==> src/rtl/bitser_secmem_pkg.sv <==
package bitser_secmem_pkg;

  // Strobes passed from the command control to the storage datapath.
  typedef struct packed {
    logic rdLatch;   // load dataOut from the advanced address
    logic wrBit;     // set one bit at the current address
    logic erByte;    // clear the byte holding the current address
    logic fuseBlow;  // set the configuration fuse
  } strobe_t;

endpackage

==> src/rtl/bitser_secmem_ctrl.sv <==
module bitser_secmem_ctrl
  import bitser_secmem_pkg::*;
#(
  parameter int MEM_BITS    = 192,
  parameter int BYTE_W      = 8,
  parameter int ADDR_W      = 9,
  parameter int FUSE_ADDR   = 260,
  parameter int USER_LO     = 64,
  parameter int USER_HI     = 111,
  parameter int PROG_CYCLES = 5000
) (
  input  logic              clk,
  input  logic              rstN,
  input  logic              cmdReset,
  input  logic              cmdRead,
  input  logic              cmdProg,
  input  logic              cmdErase,
  input  logic              fuseBlown,
  output logic [ADDR_W-1:0] curAddr,
  output logic [ADDR_W-1:0] rdAddr,
  output strobe_t           stb,
  output logic              busy,
  output logic              violation
);

  localparam int CNT_W = $clog2(PROG_CYCLES + 1);
  localparam logic [CNT_W-1:0]  CNT_LOAD = CNT_W'(PROG_CYCLES);
  localparam logic [CNT_W-1:0]  CNT_ONE  = CNT_W'(1);
  localparam logic [ADDR_W-1:0] ADDR_ONE = ADDR_W'(1);
  localparam logic [ADDR_W-1:0] ADDR_MAX = '1;
  localparam logic [ADDR_W-1:0] LAST_BIT = ADDR_W'(MEM_BITS - 1);
  localparam logic [ADDR_W-1:0] FUSE_A   = ADDR_W'(FUSE_ADDR);
  localparam logic [ADDR_W-1:0] LO_A     = ADDR_W'(USER_LO);
  localparam logic [ADDR_W-1:0] HI_A     = ADDR_W'(USER_HI);
  localparam logic [ADDR_W-1:0] LOW_MASK = ADDR_W'(BYTE_W - 1);

  logic [ADDR_W-1:0] addrQ, incAddr, byteBase, byteLast;
  logic [CNT_W-1:0]  cntQ;
  logic              violQ;
  logic              idle, inMem, isFuse;
  logic              progOk, fuseOk, eraseOk;
  logic              doReset, doRead, doProg, doErase;
  logic              blocked, startTimer;

  // Address decode and permission rules
  always_comb begin
    idle     = (cntQ == '0);
    incAddr  = (addrQ == ADDR_MAX) ? addrQ : addrQ + ADDR_ONE;
    inMem    = (addrQ <= LAST_BIT);
    isFuse   = (addrQ == FUSE_A);
    byteBase = addrQ & ~LOW_MASK;
    byteLast = byteBase | LOW_MASK;
    if (fuseBlown) begin
      progOk  = (addrQ >= LO_A) && (addrQ <= HI_A);
      eraseOk = inMem && (byteBase >= LO_A) && (byteLast <= HI_A);
    end else begin
      progOk  = inMem;
      eraseOk = inMem;
    end
    fuseOk = !fuseBlown && isFuse;
  end

  // Command priority: reset, read, program, erase
  always_comb begin
    doReset = idle && cmdReset;
    doRead  = idle && !cmdReset && cmdRead;
    doProg  = idle && !cmdReset && !cmdRead && cmdProg;
    doErase = idle && !cmdReset && !cmdRead && !cmdProg && cmdErase;

    stb.rdLatch  = doRead;
    stb.wrBit    = doProg && progOk;
    stb.fuseBlow = doProg && fuseOk;
    stb.erByte   = doErase && eraseOk;

    blocked    = (doProg && !progOk && !fuseOk) || (doErase && !eraseOk);
    startTimer = stb.wrBit || stb.fuseBlow || stb.erByte;
  end

  always_ff @(posedge clk or negedge rstN) begin
    if (!rstN) begin
      addrQ <= '0;
    end else if (doReset) begin
      addrQ <= '0;
    end else if (doRead) begin
      addrQ <= incAddr;
    end
  end

  always_ff @(posedge clk or negedge rstN) begin
    if (!rstN) begin
      cntQ <= '0;
    end else if (startTimer) begin
      cntQ <= CNT_LOAD;
    end else if (!idle) begin
      cntQ <= cntQ - CNT_ONE;
    end
  end

  always_ff @(posedge clk or negedge rstN) begin
    if (!rstN) begin
      violQ <= 1'b0;
    end else if (blocked) begin
      violQ <= 1'b1;
    end
  end

  assign curAddr   = addrQ;
  assign rdAddr    = incAddr;
  assign busy      = !idle;
  assign violation = violQ;

endmodule

==> src/rtl/bitser_secmem_dpath.sv <==
module bitser_secmem_dpath
  import bitser_secmem_pkg::*;
#(
  parameter int MEM_BITS  = 192,
  parameter int BYTE_W    = 8,
  parameter int ADDR_W    = 9,
  parameter int FUSE_ADDR = 260
) (
  input  logic              clk,
  input  logic              rstN,
  input  strobe_t           stb,
  input  logic [ADDR_W-1:0] addr,
  input  logic [ADDR_W-1:0] rdAddr,
  output logic              dataOut,
  output logic              fuseBlown
);

  localparam int NUM_BYTES = MEM_BITS / BYTE_W;
  localparam int BIT_W     = $clog2(BYTE_W);
  localparam int IDX_W     = ADDR_W - BIT_W;
  localparam int ADDR_SPAN = 2 ** ADDR_W;

  logic [MEM_BITS-1:0]  memBits;
  logic [ADDR_SPAN-1:0] flatBits;
  logic [IDX_W-1:0]     addrByte;
  logic [BYTE_W-1:0]    bitMask;
  logic                 fuseQ;
  logic                 dataQ;

  assign addrByte = addr[ADDR_W-1:BIT_W];
  assign bitMask  = BYTE_W'(1) << addr[BIT_W-1:0];

  // One register group per byte; erase clears it, program ORs one bit in.
  for (genvar g = 0; g < NUM_BYTES; g++) begin : gByte
    logic [BYTE_W-1:0] byteQ;
    logic              hit;
    assign hit = (addrByte == IDX_W'(g));
    always_ff @(posedge clk or negedge rstN) begin
      if (!rstN) begin
        byteQ <= '0;
      end else if (stb.erByte && hit) begin
        byteQ <= '0;
      end else if (stb.wrBit && hit) begin
        byteQ <= byteQ | bitMask;
      end
    end
    assign memBits[g*BYTE_W +: BYTE_W] = byteQ;
  end

  always_ff @(posedge clk or negedge rstN) begin
    if (!rstN) begin
      fuseQ <= 1'b0;
    end else if (stb.fuseBlow) begin
      fuseQ <= 1'b1;
    end
  end

  // Whole address space view: store, zero gap, fuse
  always_comb begin
    flatBits                 = '0;
    flatBits[MEM_BITS-1:0]   = memBits;
    flatBits[FUSE_ADDR]      = fuseQ;
  end

  always_ff @(posedge clk or negedge rstN) begin
    if (!rstN) begin
      dataQ <= 1'b0;
    end else if (stb.rdLatch) begin
      dataQ <= flatBits[rdAddr];
    end
  end

  assign dataOut   = dataQ;
  assign fuseBlown = fuseQ;

endmodule

==> src/rtl/bitser_secmem.sv <==
module bitser_secmem
  import bitser_secmem_pkg::*;
#(
  parameter int MEM_BITS    = 192,
  parameter int BYTE_W      = 8,
  parameter int ADDR_W      = 9,
  parameter int FUSE_ADDR   = 260,
  parameter int USER_LO     = 64,
  parameter int USER_HI     = 111,
  parameter int PROG_CYCLES = 5000
) (
  input  logic              clk,
  input  logic              rstN,
  input  logic              cmdReset,
  input  logic              cmdRead,
  input  logic              cmdProg,
  input  logic              cmdErase,
  output logic              dataOut,
  output logic [ADDR_W-1:0] curAddr,
  output logic              busy,
  output logic              violation,
  output logic              userMode
);

  strobe_t           stb;
  logic [ADDR_W-1:0] rdAddr;
  logic              fuseBlown;

  bitser_secmem_ctrl #(
    .MEM_BITS(MEM_BITS), .BYTE_W(BYTE_W), .ADDR_W(ADDR_W),
    .FUSE_ADDR(FUSE_ADDR), .USER_LO(USER_LO), .USER_HI(USER_HI),
    .PROG_CYCLES(PROG_CYCLES)
  ) uCtrl (
    .clk(clk), .rstN(rstN),
    .cmdReset(cmdReset), .cmdRead(cmdRead), .cmdProg(cmdProg), .cmdErase(cmdErase),
    .fuseBlown(fuseBlown),
    .curAddr(curAddr), .rdAddr(rdAddr), .stb(stb),
    .busy(busy), .violation(violation)
  );

  bitser_secmem_dpath #(
    .MEM_BITS(MEM_BITS), .BYTE_W(BYTE_W), .ADDR_W(ADDR_W), .FUSE_ADDR(FUSE_ADDR)
  ) uDpath (
    .clk(clk), .rstN(rstN), .stb(stb),
    .addr(curAddr), .rdAddr(rdAddr),
    .dataOut(dataOut), .fuseBlown(fuseBlown)
  );

  assign userMode = fuseBlown;

endmodule

==> config.mk <==
export PLATFORM = sky130hd
export DESIGN_NAME = bitser_secmem
export DESIGN_NICKNAME = d
export VERILOG_FILES = /design/src/rtl/bitser_secmem_pkg.sv /design/src/rtl/bitser_secmem_ctrl.sv /design/src/rtl/bitser_secmem_dpath.sv /design/src/rtl/bitser_secmem.sv
export SDC_FILE = /design/constraint.sdc
export NUM_CORES = 1
export LEC_CHECK = 0
export BUFFER_PORTS_ARGS = -buffer_cell sky130_fd_sc_hd__buf_2
export CELL_PAD_IN_SITES_DETAIL_PLACEMENT = 0
export CELL_PAD_IN_SITES_GLOBAL_PLACEMENT = 1
export CORE_UTILIZATION = 30
export DETAILED_ROUTE_END_ITERATION = 6
export GPL_TIMING_DRIVEN = 1
export MAX_ROUTING_LAYER = met4
export PLACE_DENSITY_LB_ADDON = 0.1
export SYNTH_ARGS = -nofsm -noshare
export SYNTH_HDL_FRONTEND = slang
export SYNTH_SLANG_ARGS = --single-unit
==> constraint.sdc <==
create_clock -name clk -period 4.8 [get_ports clk]
set_input_delay 0.48 -clock clk [delete_from_list [all_inputs] [get_ports clk]]
set_output_delay 0.48 -clock clk [all_outputs]
set_load 0.005 [all_outputs]
### Word-level counts from Yosys, hierarchy flattened

Cells that the tools add are included.

* register bits after elaboration: 217
* input port bits: 6
* output and inout bits: 13

* add/sub/neg operators: 2
* $lt $le $gt $ge: 6
* equality and inequality tests: 26
* shifts and indexed selects: 1
* multiplexer cells: 57
* bitwise operators: 24
* reduce and logical (&&, ||, !) cells: 103

Operator list (number)
* $mux 8: 48
* $or 8x8->8: 24
* $logic_and 1x1->1: 65
* $reduce_bool 2->1: 25
* $eq 6x4->1 const B: 8
* $eq 6x5->1 const B: 8
* $mux 9: 3
* $mux 13: 2
* $eq 6x3->1 const B: 4
* $eq 9x9->1 const B: 2
* $ge 9x7->1 const B: 2
* $le 9x7->1 const B: 2
* $logic_not 13->1: 1
* $sub 13x1->13 const B: 1
* $eq 6x2->1 const B: 2
* $lt 9x10->1 const B: 1
* $add 9x1->9 const B: 1
* $bmux 1 s9: 1
* $le 9x8->1 const B: 1
* $logic_not 1->1: 8
* $shl 1x3->8 const A: 1
* $eq 6x1->1 const B: 1
* $logic_not 6->1: 1
* $logic_or 1x1->1: 3
* other kinds (2): 4

### Logic depth before layout (Yosys ltp)

* word-level depth: 8
* depth in mapped cells: 15
* mapped depth without buffers: 10

### Modules after synthesis

From an unflattened synthesis, not the netlist that was laid out.

* cells, all modules: 1000
* area total of the unflattened synthesis: 10316.1 um2

By module, submodules not included
* bitser_secmem_dpath: times used 1, cells each 835, area an instance 8798.4 um2, seq. area each 4854.7 um2
* bitser_secmem_ctrl: times used 1, cells each 165, area an instance 1517.7 um2, seq. area each 575.6 um2

### Worst setup path after synthesis

OpenSTA, ideal clock, no wires.

* kind: register -> register
* start: register uCtrl.addrQ[1] (netlist: uCtrl.curAddr[1])
* end: register uDpath.dataQ (netlist: uDpath.dataOut)
* library setup time: 132 ps
* arrival: 3444 ps
* required time: 4668 ps
* slack: 1224 ps
* cell stages (with the launch flop): 15
* path buffers: 6
* period minus slack after synthesis: 3576 ps
* path through: dfrtp_1 > buf_1 > clkbuf_1 > inv_1 > ha_1 > clkbuf_1 > clkbuf_1 > clkbuf_1 > buf_2 > a311oi_1 > a21oi_1 > o22ai_1 > nand4b_1 > nor4_1 > a211oi_1

* cells in the longest elaborated chain, start to end: 4

Ends and longest elaborated chain
* start: declaration: line bitser_secmem_ctrl.sv:37 `logic [ADDR_W-1:0] addrQ, incAddr, byteBase, byteLast;`
* start signal: assignment: line bitser_secmem_ctrl.sv:85 `addrQ <= incAddr;`
* $add 9x1->9 / $eq 9x9->1 (equally long branches): line bitser_secmem_ctrl.sv:48 `incAddr = (addrQ == ADDR_MAX) ? addrQ : addrQ + ADDR_ONE;`
* $mux 9 *: line bitser_secmem_ctrl.sv:48
* $bmux 1 s9 *: line bitser_secmem_dpath.sv:69 `dataQ <= flatBits[rdAddr];`
* $mux 1 (not written as such) *: line bitser_secmem_dpath.sv:69
* end signal: assignment: line bitser_secmem_dpath.sv:69
* end: declaration: line bitser_secmem_dpath.sv:28 `logic dataQ;`

Mark *: on every way between the ends. The rest lies on a longest branch, timed or not. The select of a mux whose other input is x is not followed.
A chain may end at the register's enable or synchronous reset.

### Worst setup path after layout

* start: register uCtrl.addrQ[0] (netlist: uCtrl.curAddr[0])
* end: register uDpath.dataQ (netlist: uDpath.dataOut)

Same word-level chain as after synthesis.

==> results.py <==
metrics = {
    "sta": {
        "setup-violations-final": 0,
        "tns_ps": 0,
        "rsz0062_at_grt": "no",
        "worst_slew_pin_slew_ps": 1060,
        "fin_crit_sh_pct": 82.3,
        "maxSlewViolCount": 0,
        "period_minus_slack_ps": 3950,
        "finalHoldViolCount": 0,
        "fmax_ghz": 0.253,
        "maxSlewHeadroom_pct": 29.3,
        "finalClockSkew_ps": 16.5,
    },
    "finish": {
        "fin_area_um2": 12900,
        "drive_gt1_share_pct": 17.2,
        "syn_to_final_growth_pct": 14.8,
        "utilization_pct": 35.1,
        "n_antenna_cell": 0,
        "fin_nets": 1053,
    },
    "worst_setup_path": {
        "endpoint_kind": "flop",
        "critPathLaunch": "uCtrl.curAddr[0]$_DFFE_PN0P_",
        "crit_path_frequent_cell": "o22ai_1",
        "worstPathRequired_ps": 5250,
        "path_depth": 11,
        "crit_buf_inv": 1,
        "path_max_fanout": 27,
        "crit_arrival_ps": 4400,
        "path_cells": "ha_1, ha_2, buf_4, mux4_2, o22ai_1, a311oi_1, a21oi_1, o22ai_1, nand4b_1, nor4_1, a211oi_1",
        "path_class": "reg -> reg",
        "critPathTopFamily": "adder cells",
        "r2r-start": "uCtrl.curAddr[0]$_DFFE_PN0P_",
        "worst-r2r-cell-count": 11,
        "worstSetupEndpoint": "uDpath.dataOut$_DFFE_PN0P_",
        "cp-start-kind": "flop",
        "r2r_end": "uDpath.dataOut$_DFFE_PN0P_",
        "cpPeakStageDelay_ps": 670,
        "cp_slowest_cell": "ha_2",
        "r2r_slack_ps": 850,
    },
    "floorplan": {
        "start_util_pct": 30.5,
        "die_area_um2": 38100,
        "die_w_um": 195,
        "rows": 70,
        "num_io_pins": 19,
        "die_h_um": 195,
        "core_um2": 36700,
    },
    "logic_synthesis": {
        "synth_cell_types": 74,
        "synth_top_family_by_area": "compound AO/OA/AOI/OAI gates",
        "synth-simple-area-share_pct": 13.9,
        "synthCells": 1030,
        "synth_area_leaders": "dfrtp_1 48%, o2bb2ai_1 8.8%, mux4_2 5.2%",
        "seq_area_frac_synth_pct": 48.4,
        "yosys-top-cells-count": "217 x dfrtp_1, 113 x o2bb2ai_1, 74 x nor2_1, 72 x nand2_1, 57 x a22o_1",
        "synth_top_area_share_pct": 48.4,
        "synth_adder_area_share_pct": 0.893,
        "synth_area_per_cell_um2": 10.9,
        "ys_warn_count": 0,
        "postSynthNetCount": 1044,
        "ys.flop_type": "dfrtp_1",
        "syn_area_um2": 11200,
        "synthArstFlopShare_pct": 100,
        "synth_compound_area_share_pct": 24.2,
        "synth_edf_count": 0,
        "muxShareOfSynthArea_pct": 8.82,
        "synth_most_common_cell": "dfrtp_1",
        "yosysTopAreaCell": "dfrtp_1",
        "synth_xor_area_share_pct": 0.625,
        "ys_seq_elements": 217,
    },
    "clock_tree": {
        "cts_inserted_buffers": 28,
        "cts_setup_buffers": 0,
        "cts_tree": "yes",
        "clock_sinks": 217,
        "h-tree-depth": 1,
        "path_clk_slew_ps": 70,
        "clockBufferDepth": 3,
        "post_cts_resize_count": 0,
        "clockRootBuffer": "clkbuf_16",
        "clk_latency_ps": 580,
    },
    "run_status": {
        "status": "finished, final reports clean",
    },
    "pwr": {
        "combPwrFrac_pct": 1.3,
        "p_sw_share_pct": 22.6,
        "powerDensity_nw_per_um2": 315,
        "finalPower_uw": 4050,
        "power.switching_uw": 914,
        "vdd_drop_max_uv": 245,
        "leakagePower_uw": 0.00546,
        "power.internal_uw": 3140,
        "clockPowerShare_pct": 53.6,
        "seq_power_share_pct": 45.1,
    },
    "global_route": {
        "grt_pass1_wl_mm": 64.2,
        "grt_util_all_layers_pct": 23.5,
        "grt_pass1_vias": 9062,
        "grt_overflow": 0,
        "antenna_found_initial": 0,
        "grt_max_degree": 96,
    },
    "placed_design": {
        "portBuffers": 18,
        "dpl.hpwl_mm": 28.4,
        "place_congestion": 0.851,
        "place_area_um2": 11900,
    },
    "routing": {
        "dr.pass1.iters": 5,
        "wl_per_cell_um": 27.9,
        "drtIter0Drc": 634,
        "via_per_inst": 5.81,
        "drc_errors": 0,
        "vias": 8886,
        "drt_wl_total_mm": 42.7,
        "ant_nets": 0,
    },
    "flow_run": {
        "cap_violations": 0,
    },
    "min_path": {
        "hp-class": "in -> reg",
    },
}
## stage by stage
stage / std cells / setup WS, ps / hold WS (ps)
after floorplan: 1030 / 1220 / 184
after global placement: 1476 / 763 / 469
after detailed placement: 1476 / 833 / 466
after CTS: 1529 / 839 / 222
after global routing: 1529 / 628 / 284
final: 1529 / 850 / 236
## kinds of logic (layout without fill, tap and decap cells)
logic type	count (synthesis)	count (layout)
buffers and inverters	87	118
flip-flops	217	217
AO/OA/AOI/OAI	354	354
multiplexers	64	64
XOR/XNOR	8	8
AND/OR/NAND/NOR	292	292
adder cells (fa/ha/maj)	8	8
## metal layers
metal | track usage, % | routed length, um | up-vias
li1 | - | - | 3999
met1 | 33.9 | 20600 | 4537
met2 | 33.4 | 18300 | 274
met3 | 3.61 | 2340 | 76
met4 | 7.58 | 1350 | 0
met5 | - | 0 | -
## power groups by stage
stage          registers, uW  logic, uW  clock network (uW)
2_1_floorplan           1860       6.32                   0
4_1_cts                 1830       56.6                2230
3_3_place_gp            1860       55.9                   0
3_5_place_dp            1860       55.4                   0
6_report                1830       52.6                2170
5_1_grt                 1830       62.2                2300
## state kept, by name (all words and copies together) (netlist names)
signal,cells
uDpath.dataOut,1
uCtrl.violation,1
uCtrl.cntQ,13
uDpath.fuseBlown,1
uDpath.gByte.byteQ,192
uCtrl.curAddr,9
## what timing repair did
| item | CTS | global route |
|---|---|---|
| hold buffers | 1 | 0 |
| setup endpoints to repair | 0 | 0 |
| hold endpoints to repair | 31 | 0 |
## cells in the final DEF, fill, tap and decap left out, drive strengths merged, types with 14 or more instances in the layout
cell type  instances
a22o              57
mux2              18
a21oi             52
nor2              77
o2bb2ai          113
o22ai             23
nand2             91
dfrtp            217
mux4              26
and2              16
nor3              17
nand3             14
mux2i             20
clkbuf            41
buf               53
o21ai             29
## worst min path at each step
stage | end | slack [ps] | cells past startpoint | from
floorplan | uCtrl.cntQ[0]$_DFFE_PN0P_ | 180 | 0 | rstN
global placement | uDpath.gByte[17].byteQ[3]$_DFFE_PN0P_ | 470 | 1 | uDpath.gByte[17].byteQ[3]$_DFFE_PN0P_
detailed placement | uCtrl.violation$_DFFE_PN0P_ | 470 | 1 | uCtrl.violation$_DFFE_PN0P_
CTS | uCtrl.violation$_DFFE_PN0P_ | 220 | 3 | cmdErase
global route | uCtrl.violation$_DFFE_PN0P_ | 280 | 3 | cmdErase
finish | uCtrl.violation$_DFFE_PN0P_ | 240 | 3 | cmdErase
## worst reg2reg max path, cell delays in order (launching register included)
cell,delay [ps]
dfrtp_4,650
ha_1,360
ha_2,670
buf_4,440
mux4_2,390
o22ai_1,130
a311oi_1,70
a21oi_1,350
o22ai_1,160
nand4b_1,210
nor4_1,330
a211oi_1,90
## cell type report
| cell class | instances | area (um2) |
|---|---|---|
| Fill cell | 3664 | 23800 |
| Multi-Input combinational cell | 726 | 5450 |
| Sequential cell | 217 | 5430 |
| Clock buffer | 41 | 830 |
| Tap cell | 468 | 586 |
| Timing Repair Buffer | 54 | 398 |
| Clock inverter | 11 | 123 |
| Inverter | 12 | 45.0 |
Note: power is estimated with default switching activity, not from simulation.
